==> src/rtl/lockgate_pkg.sv <==
package lockgate_pkg;

  typedef enum logic [1:0] {
    OP_READ  = 2'b00,
    OP_PROG  = 2'b01,
    OP_ERASE = 2'b10,
    OP_RSVD  = 2'b11
  } op_e;

  // bit 1 = read-lock, bit 0 = write-lock
  typedef struct packed {
    logic rd_lock;
    logic wr_lock;
  } lock_t;

  // Which blocks are split into sectors for the chosen variant.
  function automatic logic blk_is_sectored(int unsigned blk, int unsigned nblk, bit variant_b);
    if (variant_b) return (blk == 0) || (blk == 1) || (blk == nblk - 1);
    else           return (blk == 0) || (blk == nblk - 2) || (blk == nblk - 1);
  endfunction

  // First lock-register index of a block: every block below contributes
  // either one register or one per sector.
  function automatic int unsigned region_base(int unsigned blk, int unsigned nblk,
                                              int unsigned nsec, bit variant_b);
    int unsigned acc;
    acc = 0;
    for (int unsigned b = 0; b < nblk; b++) begin
      if (b < blk) acc += blk_is_sectored(b, nblk, variant_b) ? nsec : 1;
    end
    return acc;
  endfunction

  function automatic logic is_pe(op_e op);
    return (op == OP_PROG) || (op == OP_ERASE);
  endfunction

  // Verdict for one request against its lock register.
  function automatic logic verdict(op_e op, lock_t lk, logic wp_eff, logic top_blk);
    case (op)
      OP_READ:           return !lk.rd_lock;
      OP_PROG, OP_ERASE: return !lk.wr_lock && (wp_eff || top_blk);
      default:           return 1'b0;
    endcase
  endfunction

endpackage

==> src/rtl/lockgate_map.sv <==
module lockgate_map
  import lockgate_pkg::*;
#(
  parameter int unsigned NUM_BLOCKS   = 16,
  parameter int unsigned SECT_PER_BLK = 16,
  parameter bit          VARIANT_B    = 1'b0,
  parameter int unsigned BLK_BITS     = 4,
  parameter int unsigned SEC_BITS     = 4,
  parameter int unsigned IDX_W        = 6
) (
  input  logic [BLK_BITS-1:0] blk,
  input  logic [SEC_BITS-1:0] sec,
  output logic [IDX_W-1:0]    idx
);

  logic [IDX_W-1:0] base_tab  [NUM_BLOCKS];
  logic             split_tab [NUM_BLOCKS];

  generate
    for (genvar b = 0; b < NUM_BLOCKS; b++) begin : g_blk
      localparam int unsigned BASE = region_base(b, NUM_BLOCKS, SECT_PER_BLK, VARIANT_B);
      assign base_tab[b]  = IDX_W'(BASE);
      assign split_tab[b] = blk_is_sectored(b, NUM_BLOCKS, VARIANT_B);
    end
  endgenerate

  assign idx = base_tab[blk] + (split_tab[blk] ? IDX_W'(sec) : '0);

endmodule

==> src/rtl/lockgate_regs.sv <==
module lockgate_regs
  import lockgate_pkg::*;
#(
  parameter int unsigned NUM_REGIONS = 61,
  parameter int unsigned IDX_W       = 6
) (
  input  logic             clk,
  input  logic             rst_n,
  input  logic             pwr_ok,
  input  logic             we,
  input  logic [IDX_W-1:0] widx,
  input  lock_t            wdata,
  input  logic [IDX_W-1:0] ridx_req,
  input  logic [IDX_W-1:0] ridx_lk,
  output lock_t            lock_req,
  output lock_t            lock_lk
);

  lock_t                  q [NUM_REGIONS];
  logic [NUM_REGIONS-1:0] hit;

  generate
    for (genvar r = 0; r < NUM_REGIONS; r++) begin : g_dec
      assign hit[r] = we && (widx == IDX_W'(r));
    end
  endgenerate

  always_ff @(posedge clk or negedge rst_n) begin
    if (!rst_n) begin
      for (int r = 0; r < NUM_REGIONS; r++) q[r] <= '0;
    end else if (!pwr_ok) begin
      for (int r = 0; r < NUM_REGIONS; r++) q[r] <= '0;
    end else begin
      for (int r = 0; r < NUM_REGIONS; r++) if (hit[r]) q[r] <= wdata;
    end
  end

  assign lock_req = q[ridx_req];
  assign lock_lk  = q[ridx_lk];

endmodule

==> src/rtl/lockgate_decide.sv <==
module lockgate_decide
  import lockgate_pkg::*;
#(
  parameter int unsigned DATA_W = 8
) (
  input  logic              clk,
  input  logic              rst_n,
  input  logic              pwr_ok,
  input  logic              req_valid,
  input  logic [1:0]        req_op,
  input  logic              req_top,
  input  lock_t             lock,
  input  logic              wp_level,
  input  logic              op_done,
  input  logic [DATA_W-1:0] arr_rdata,
  input  logic              err_clr,
  output logic              resp_valid,
  output logic              resp_grant,
  output logic              resp_reject,
  output logic [DATA_W-1:0] resp_rdata,
  output logic              rd_viol,
  output logic              prot_err,
  output logic              op_busy,
  output logic              wp_held,
  output logic              ev_start_pe,
  output logic              ev_reject
);

  op_e  op;
  logic wp_eff;
  logic allow;
  logic ev_rd_block;

  assign op          = op_e'(req_op);
  assign wp_eff      = op_busy ? wp_held : wp_level;
  assign allow       = verdict(op, lock, wp_eff, req_top);
  assign ev_reject   = req_valid && !allow;
  assign ev_rd_block = req_valid && (op == OP_READ) && !allow;
  assign ev_start_pe = req_valid && allow && is_pe(op) && !op_busy;

  always_ff @(posedge clk or negedge rst_n) begin
    if (!rst_n) begin
      resp_valid  <= 1'b0;
      resp_grant  <= 1'b0;
      resp_reject <= 1'b0;
      resp_rdata  <= '0;
      rd_viol     <= 1'b0;
    end else begin
      resp_valid  <= req_valid;
      resp_grant  <= req_valid && allow;
      resp_reject <= ev_reject;
      resp_rdata  <= (req_valid && (op == OP_READ) && allow) ? arr_rdata : '0;
      rd_viol     <= ev_rd_block;
    end
  end

  always_ff @(posedge clk or negedge rst_n) begin
    if (!rst_n)         prot_err <= 1'b0;
    else if (ev_reject) prot_err <= 1'b1;
    else if (err_clr)   prot_err <= 1'b0;
  end

  always_ff @(posedge clk or negedge rst_n) begin
    if (!rst_n) begin
      op_busy <= 1'b0;
      wp_held <= 1'b0;
    end else if (!pwr_ok) begin
      op_busy <= 1'b0;
    end else if (ev_start_pe) begin
      op_busy <= 1'b1;
      wp_held <= wp_level;
    end else if (op_done) begin
      op_busy <= 1'b0;
    end
  end

endmodule

==> src/rtl/lockgate_top.sv <==
module lockgate_top
  import lockgate_pkg::*;
#(
  parameter int unsigned NUM_BLOCKS   = 16,
  parameter int unsigned SECT_PER_BLK = 16,
  parameter int unsigned ADDR_W       = 20,
  parameter int unsigned DATA_W       = 8,
  parameter bit          VARIANT_B    = 1'b0
) (
  input  logic              clk,
  input  logic              rst_n,
  input  logic              pwr_ok,
  input  logic              req_valid,
  input  logic [ADDR_W-1:0] req_addr,
  input  logic [1:0]        req_op,
  input  logic [DATA_W-1:0] arr_rdata,
  input  logic              wp_level,
  input  logic              op_done,
  input  logic              lk_we,
  input  logic [ADDR_W-1:0] lk_addr,
  input  logic [1:0]        lk_wdata,
  input  logic              err_clr,
  output logic              resp_valid,
  output logic              resp_grant,
  output logic              resp_reject,
  output logic [DATA_W-1:0] resp_rdata,
  output logic              rd_viol,
  output logic              prot_err,
  output logic              op_busy,
  output logic [1:0]        lk_rdata
);

  localparam int unsigned BLK_BITS    = $clog2(NUM_BLOCKS);
  localparam int unsigned SEC_BITS    = $clog2(SECT_PER_BLK);
  localparam int unsigned NUM_SPLIT   = 3;
  localparam int unsigned NUM_REGIONS = NUM_BLOCKS - NUM_SPLIT + NUM_SPLIT * SECT_PER_BLK;
  localparam int unsigned IDX_W       = $clog2(NUM_REGIONS);
  localparam int unsigned BLK_LSB     = ADDR_W - BLK_BITS;
  localparam int unsigned SEC_LSB     = BLK_LSB - SEC_BITS;

  logic [BLK_BITS-1:0] req_blk, lk_blk;
  logic [SEC_BITS-1:0] req_sec, lk_sec;
  logic [IDX_W-1:0]    req_idx, lk_idx;
  logic                req_top;
  lock_t               lock_req, lock_lk;
  logic                wp_held;
  logic                ev_start_pe;
  logic                ev_reject;

  assign req_blk = req_addr[ADDR_W-1:BLK_LSB];
  assign req_sec = req_addr[BLK_LSB-1:SEC_LSB];
  assign lk_blk  = lk_addr[ADDR_W-1:BLK_LSB];
  assign lk_sec  = lk_addr[BLK_LSB-1:SEC_LSB];
  assign req_top = (req_blk == BLK_BITS'(NUM_BLOCKS - 1));

  lockgate_map #(
    .NUM_BLOCKS(NUM_BLOCKS), .SECT_PER_BLK(SECT_PER_BLK), .VARIANT_B(VARIANT_B),
    .BLK_BITS(BLK_BITS), .SEC_BITS(SEC_BITS), .IDX_W(IDX_W)
  ) u_map_req (
    .blk(req_blk), .sec(req_sec), .idx(req_idx)
  );

  lockgate_map #(
    .NUM_BLOCKS(NUM_BLOCKS), .SECT_PER_BLK(SECT_PER_BLK), .VARIANT_B(VARIANT_B),
    .BLK_BITS(BLK_BITS), .SEC_BITS(SEC_BITS), .IDX_W(IDX_W)
  ) u_map_lk (
    .blk(lk_blk), .sec(lk_sec), .idx(lk_idx)
  );

  lockgate_regs #(
    .NUM_REGIONS(NUM_REGIONS), .IDX_W(IDX_W)
  ) u_regs (
    .clk(clk), .rst_n(rst_n), .pwr_ok(pwr_ok),
    .we(lk_we), .widx(lk_idx), .wdata(lock_t'(lk_wdata)),
    .ridx_req(req_idx), .ridx_lk(lk_idx),
    .lock_req(lock_req), .lock_lk(lock_lk)
  );

  lockgate_decide #(
    .DATA_W(DATA_W)
  ) u_decide (
    .clk(clk), .rst_n(rst_n), .pwr_ok(pwr_ok),
    .req_valid(req_valid), .req_op(req_op), .req_top(req_top), .lock(lock_req),
    .wp_level(wp_level), .op_done(op_done), .arr_rdata(arr_rdata), .err_clr(err_clr),
    .resp_valid(resp_valid), .resp_grant(resp_grant), .resp_reject(resp_reject),
    .resp_rdata(resp_rdata), .rd_viol(rd_viol), .prot_err(prot_err),
    .op_busy(op_busy), .wp_held(wp_held),
    .ev_start_pe(ev_start_pe), .ev_reject(ev_reject)
  );

  assign lk_rdata = lock_lk;

endmodule

==> config.mk <==
export PLATFORM = sky130hd
export DESIGN_NAME = lockgate_top
export DESIGN_NICKNAME = d
export VERILOG_FILES = /design/src/rtl/lockgate_pkg.sv /design/src/rtl/lockgate_map.sv /design/src/rtl/lockgate_regs.sv /design/src/rtl/lockgate_decide.sv /design/src/rtl/lockgate_top.sv
export SDC_FILE = /design/constraint.sdc
export NUM_CORES = 1
export LEC_CHECK = 0
export ABC_AREA = 1
export CORE_MARGIN = 2
export CORE_UTILIZATION = 45
export CTS_CLUSTER_SIZE = 40
export DETAILED_ROUTE_END_ITERATION = 10
export DONT_BUFFER_PORTS = 1
export PLACE_DENSITY_LB_ADDON = 0.12
export SLEW_MARGIN = 20
export SYNTH_ARGS = -nofsm -noshare
export SYNTH_HDL_FRONTEND = slang
export SYNTH_HIERARCHICAL = 1
export SYNTH_SLANG_ARGS = --single-unit
==> constraint.sdc <==
create_clock -name clk -period 7.6 [get_ports clk]
set_input_delay 0.38 -clock clk [delete_from_list [all_inputs] [get_ports clk]]
set_output_delay 0.38 -clock clk [all_outputs]
set_load 0.01 [all_outputs]
* Yosys cells after proc, flatten, opt, wreduce, memory -nomap -nowiden *
Memory sizes are Yosys's and may differ from the RTL's.
Cells that the tools add are included.

operators by class
  muxes and demuxes = 86
  bitwise operators = 4
  eq/ne operators = 125
  add/subtract/negate cells = 2
  reduce and logical (&&, ||, !) cells = 80
  magnitude comparators = 4

operator list
  cell                  count
  $eq A6 B6 Y1 const B  29
  $mux W2               65
  $mux W122             1
  $ne A2 B1 Y1 const B  61
  $eq A6 B5 Y1 const B  16
  $logic_and A1 B1 Y1   69
  $eq A6 B4 Y1 const B  8
  $bmux W2 S6           2
  $eq A6 B3 Y1 const B  4
  $mux W6               4
  $ge A7 B7 Y1 const B  2
  $not A6 Y7            2
  $add A6 B6 Y6         2
  $eq A6 B2 Y1 const B  2
  $ge A5 B5 Y1 const B  2
  $mux W1               10
  $not A4 Y5            2
  $mux W4               2
  $mux W8               1
  $eq A6 B1 Y1 const B  1
  $logic_not A6 Y1      1
  $eq A4 B4 Y1 const B  1
  $logic_not A1 Y1      4
  $ne A3 B1 Y1 const B  1
  8 further kinds       9

word-level totals
  bits in registers = 137
  memories kept = 4
  memory bits (read-only) = 224
  word-level logic and storage cells = 435
  input bits = 60

memory list
  memory            depth  bits a word  rd ports  clocked after Yosys merged registers in  wr ports  RTL line            RTL
  (name not given)  16     6            1         0                                        0         lockgate_map.sv:27  assign idx = base_tab[blk] + (split_tab[blk] ? IDX_W'(sec) : '0);
  (name not given)  16     6            1         0                                        0         lockgate_map.sv:27
  (name not given)  16     1            1         0                                        0         lockgate_map.sv:27
  (name not given)  16     1            1         0                                        0         lockgate_map.sv:27

* Logic depth before layout (Yosys ltp) *
  depth after elaboration = 18
  gate-level depth with buffers = 25

* Hierarchy *
Netlist, hierarchy kept.

modules (own cells, without submodules)
  module                     sequential area each (µm²)  area an instance (µm²)  cells each  times used
  lockgate_regs              3,052.9                     7,687.4                 1,186       1
  lockgate_decide            375.4                       641.9                   67          1
  lockgate_map at u_map_req  0.0                         416.6                   68          1
  lockgate_map at u_map_lk   0.0                         379.1                   61          1
  lockgate_top               0.0                         11.3                    3           1

* Worst setup path before layout *
No wires, ideal clock.

  path kind = in2reg
  start = input port req_addr[16]
  end = register u_decide.wp_held
  data arrival time = 3.123 ns
  stages = 22
  data required time = 7.479 ns
  buffers on the path = 2
  path slack = 4.356 ns
  library setup time = 0.121 ns
  path through = inv_1 -> ha_1 -> inv_1 -> nor2_1 -> o21ai_2 -> nor2_1 -> ha_1 -> fa_1 -> xor2_1 -> buf_2 -> inv_1 -> buf_2 -> nand3_1 -> nand3_1 -> nand3_1 -> nand3_1 -> nand2_1 -> or2_0 -> nand2_2 -> nand4_1 -> o21bai_1 -> nand2_1

RTL lines
  what                  RTL line               RTL
  start, declared       lockgate_top.sv:14     input logic [ADDR_W-1:0] req_addr,
  end signal, assigned  lockgate_decide.sv:71  wp_held <= wp_level;
  end, declared         lockgate_decide.sv:24  output logic wp_held,

* Final worst setup path *
  start = input port lk_addr[16]
  end = output port lk_rdata[1]

on the way
  longest elaborated chain between the ends = 10
  elaborated cells between the ends (all ways) = 13
  those cells by class = add/sub: 1; mux: 8; bitwise: 2; memory: 2

ends and longest elaborated chain
  what                                            RTL line             RTL
  start, declared                                 lockgate_top.sv:20   input logic [ADDR_W-1:0] lk_addr,
  $not A4 Y5 (not written as such) (*)            lockgate_map.sv:27
  $mem_v2 Z16 W1                                  n/a
  $mux W1 (not written as such) (2 in a row)      lockgate_map.sv:27
  $mux W4                                         lockgate_map.sv:27
  $add A6 B6 Y6 (*)                               lockgate_map.sv:27
  via lk_idx[2]                                   lockgate_top.sv:43   logic [IDX_W-1:0] req_idx, lk_idx;
  $not A6 Y7 (not written as such) (*)            lockgate_regs.sv:39  assign lock_lk = q[ridx_lk];
  $bmux W2 S6 (*)                                 lockgate_regs.sv:39
  $mux W2 (not written as such) (*) (2 in a row)  lockgate_regs.sv:39
  end, declared                                   lockgate_top.sv:30   output logic [1:0] lk_rdata

The timed path passes the listed nets; every way through them passes the cells marked *. The select of a mux whose other input is x is not followed.

==> reports/qor.csv <==
stage;metric;value;unit
clock_tree;clock root buffer;clkbuf_16;
clock_tree;H-tree levels;4;
sta;Slew headroom;25.4;%
final_layout;Layout Nets;1434;
yosys;Cell Area, Synth;9140;um^2
global_route;GR Util All Layers;26.3;%
drt;Via density;5.38;
clock_tree;setup bufs post-CTS;0;
sta;f_max;238;MHz
final_layout;commonest non-fill, non-tap cell in the layout;nand2_1;
sta;final setup fails;0;
power_and_ir_drop;pwr dens;231;nW/um^2
drt;DR iter-0 viols;778;
global_route;initial antenna violation count;0;
worst_setup_path;critical path type;in -> out;
clock_tree;clk sinks;137;
yosys;Post-Syn Instances;1385;
yosys;Seq cells post-synth;137;
placed_design;DP HPWL;17.8;mm
final_layout;most frequent cells in the layout;nand2_1, inv_1, nand3_1, o21ai_0, dfrtp_1;
floorplan;core region area;20100;um^2
drt;vias;8783;
worst_setup_path;WP buf/inv;3;
worst_setup_path;CP cell instances;inv_1 -> ha_1 -> inv_1 -> nor2_1 -> o21ai_2 -> nor2_1 -> ha_2 -> fa_1 -> xor2_1 -> inv_2 -> nor2_4 -> nand2_1 -> nand2_1 -> nor2_1 -> nand2_1 -> nand3_1 -> nand2_1 -> nand2_1 -> nand2_1;
worst_setup_path;Crit-path slowest cell;xor2_1;
sta;Hold WS;0.0651;ns
final_layout;register area;3430;um^2
global_route;number of global-route vias before repair;8169;
global_route;global-route wire length before repair;44.3;mm
floorplan;Starting Density;45.4;%
floorplan;die area;21500;um^2
clock_tree;cts bufs inserted;17;
clock_tree;Clock Tree Buf Depth;2;
sta;Final period util;55.2;%
yosys;post-synthesis sequential area ratio;37.5;%
yosys;Post-Syn Area per Cell;6.60;um^2
final_layout;fillers;2090;
worst_setup_path;Crit Path Max Fanout;17;
worst_setup_path;most frequent CP cell;nand2_1;
drt;drt wl/cell;16.9;um
worst_setup_path;startpoint type of the worst setup path;primary input;
drt;drt pass-1 iters;5;
clock_tree;Hold-fix buffers, CTS;3;
worst_setup_path;CP endpoint kind;output port;
sta;Slew @ Worst Pin;1.12;ns
yosys;Syn Nets;1467;
final_layout;layout cells sized above 1;5.50;%
worst_hold_path;Hold Path Class;in -> reg;
clock_tree;TritonCTS clock tree;built;
drt;Post-route DRC;0;
yosys;Synth Warn #;6;
power_and_ir_drop;Pwr Total;2280;uW
worst_setup_path;CP required;7.22;ns
clock_tree;CTS resizes;0;
placed_design;Post-DP Area;9190;um^2
sta;RSZ-0062 raised after global routing;false;
sta;final max-slew violation count;0;
final_layout;Final Util;49.0;%
yosys;library cells used by synthesis;36;
final_layout;multi-input logic area;4630;um^2
floorplan;Ports;76;
global_route;Congestion Overflow GR;0;
floorplan;chip width;146;um
worst_setup_path;Top Family by Delay on Critical Path;simple AND/OR/NAND/NOR gates;
clock_tree;Worst-Skew Late Latency;0.42;ns
power_and_ir_drop;VDD IR max;150;uV
sta;Tmin final;4.20;ns
clock_tree;clk slew on worst S/H paths;0.06;ns
sta;Hold Vio Cnt, Final;0;
flow_run;Max Cap Viol;0;
drt;antenna viol nets, final;0;
global_route;largest net degree at the start of global routing;138;
drt;final WL;27.5;mm
placed_design;I/O Buffers;0;
worst_setup_path;CP Data Arrival Time;3.82;ns
run_status;status;finished clean;
floorplan;Chip Height;146;um
floorplan;Core Rows;52;
final_layout;Area growth syn-to-layout;7.72;%
final_layout;Final Cell Area;9840;um^2
sta;clk_skew;0.0102;ns
placed_design;Final Wtd Congestion;0.865;
final_layout;Ant. Diodes;0;
power_and_ir_drop;P_leak;0.00467;uW
worst_setup_path;CP peak stage delay;0.58;ns
sta;setup TNS;0;ns
worst_setup_path;Reg2Reg Setup Slack;5.54;ns
flip-flops by register name, summed over array words and instances (netlist names):
register,flops
u_decide/prot_err,1
u_decide/resp_valid,1
u_decide/resp_rdata,8
u_decide/op_busy,1
u_decide/wp_held,1
u_decide/resp_reject,1
u_regs/q,122
u_decide/resp_grant,1
u_decide/rd_viol,1
per-stage QoR:
| stage | std cells | worst slack [ns] |
|---|---|---|
| 2_1_floorplan | 1385 | 4.36 |
| 3_3_place_gp | 1600 | 3.35 |
| 3_5_place_dp | 1600 | 3.34 |
| 4_1_cts | 1633 | 3.43 |
| 5_1_grt | 1633 | 3.19 |
| 6_report | 1633 | 3.40 |
layer usage:
metal / part of all wire (%) / wire, um / vias up / track usage (%)
met3: 6.4 / 1760 / 47 / 4.22
met5: 0 / 0 / - / 0
li1: - / - / 4320 / -
met1: 45 / 12400 / 4082 / 35.5
met4: 2.2 / 597 / 0 / 9.66
met2: 46 / 12700 / 334 / 42.7
synthesized netlist by cell type, drive strengths merged:
cell type / number / area [um^2]
dfrtp: 137 / 3430
nand4: 2 / 12.5
a31oi: 8 / 50.1
clkinv: 2 / 8.75
xor2: 3 / 26.3
nand3: 177 / 913
xnor2: 1 / 8.76
clkbuf: 20 / 75.1
o211ai: 4 / 30.0
o21bai: 1 / 7.51
a21oi: 54 / 274
buf: 45 / 295
inv: 187 / 707
or2: 9 / 56.3
fa: 2 / 40.0
ha: 20 / 250
nor2: 93 / 374
nand2: 444 / 1680
o21ai: 176 / 900
power breakdown:
group,internal (uW),total (uW),switching [uW]
clock,545,863,318
combinational,167,619,452
sequential,768,796,28.2
final cells by class:
type	count	share of cell area (%)
clock inverters	12	1.79
repair buffers	13	1.25
multi-input cells	994	47.1
well taps	270	3.43
flip-flops and latches	137	34.8
inverters	189	7.27
clock buffers	18	4.36
cell families (layout without fill, tap and decap cells):
family          count (synthesis)  in the layout  share of synthesized area (%)
simple gates                  725            725                           33.2
fa+ha+maj                      22             22                           3.18
flops                         137            137                           37.5
buf+inv                       254            232                           11.9
compound gates                243            243                           13.8
xor+xnor                        4              4                          0.384
worst paths after layout:
path | start | to | cells past startpoint
max | lk_addr[16] | lk_rdata[1] | 19
min | arr_rdata[3] | u_decide/resp_rdata[3] | 2
max reg2reg | u_regs/q[121] | u_decide/wp_held | 12
min reg2reg | u_regs/q[28] | u_regs/q[28] | 2
max in group asynchronous | rst_n | u_regs/q[86] | 2
min in group asynchronous | rst_n | u_regs/q[56] | 2
(Power assumes the default switching activity.)
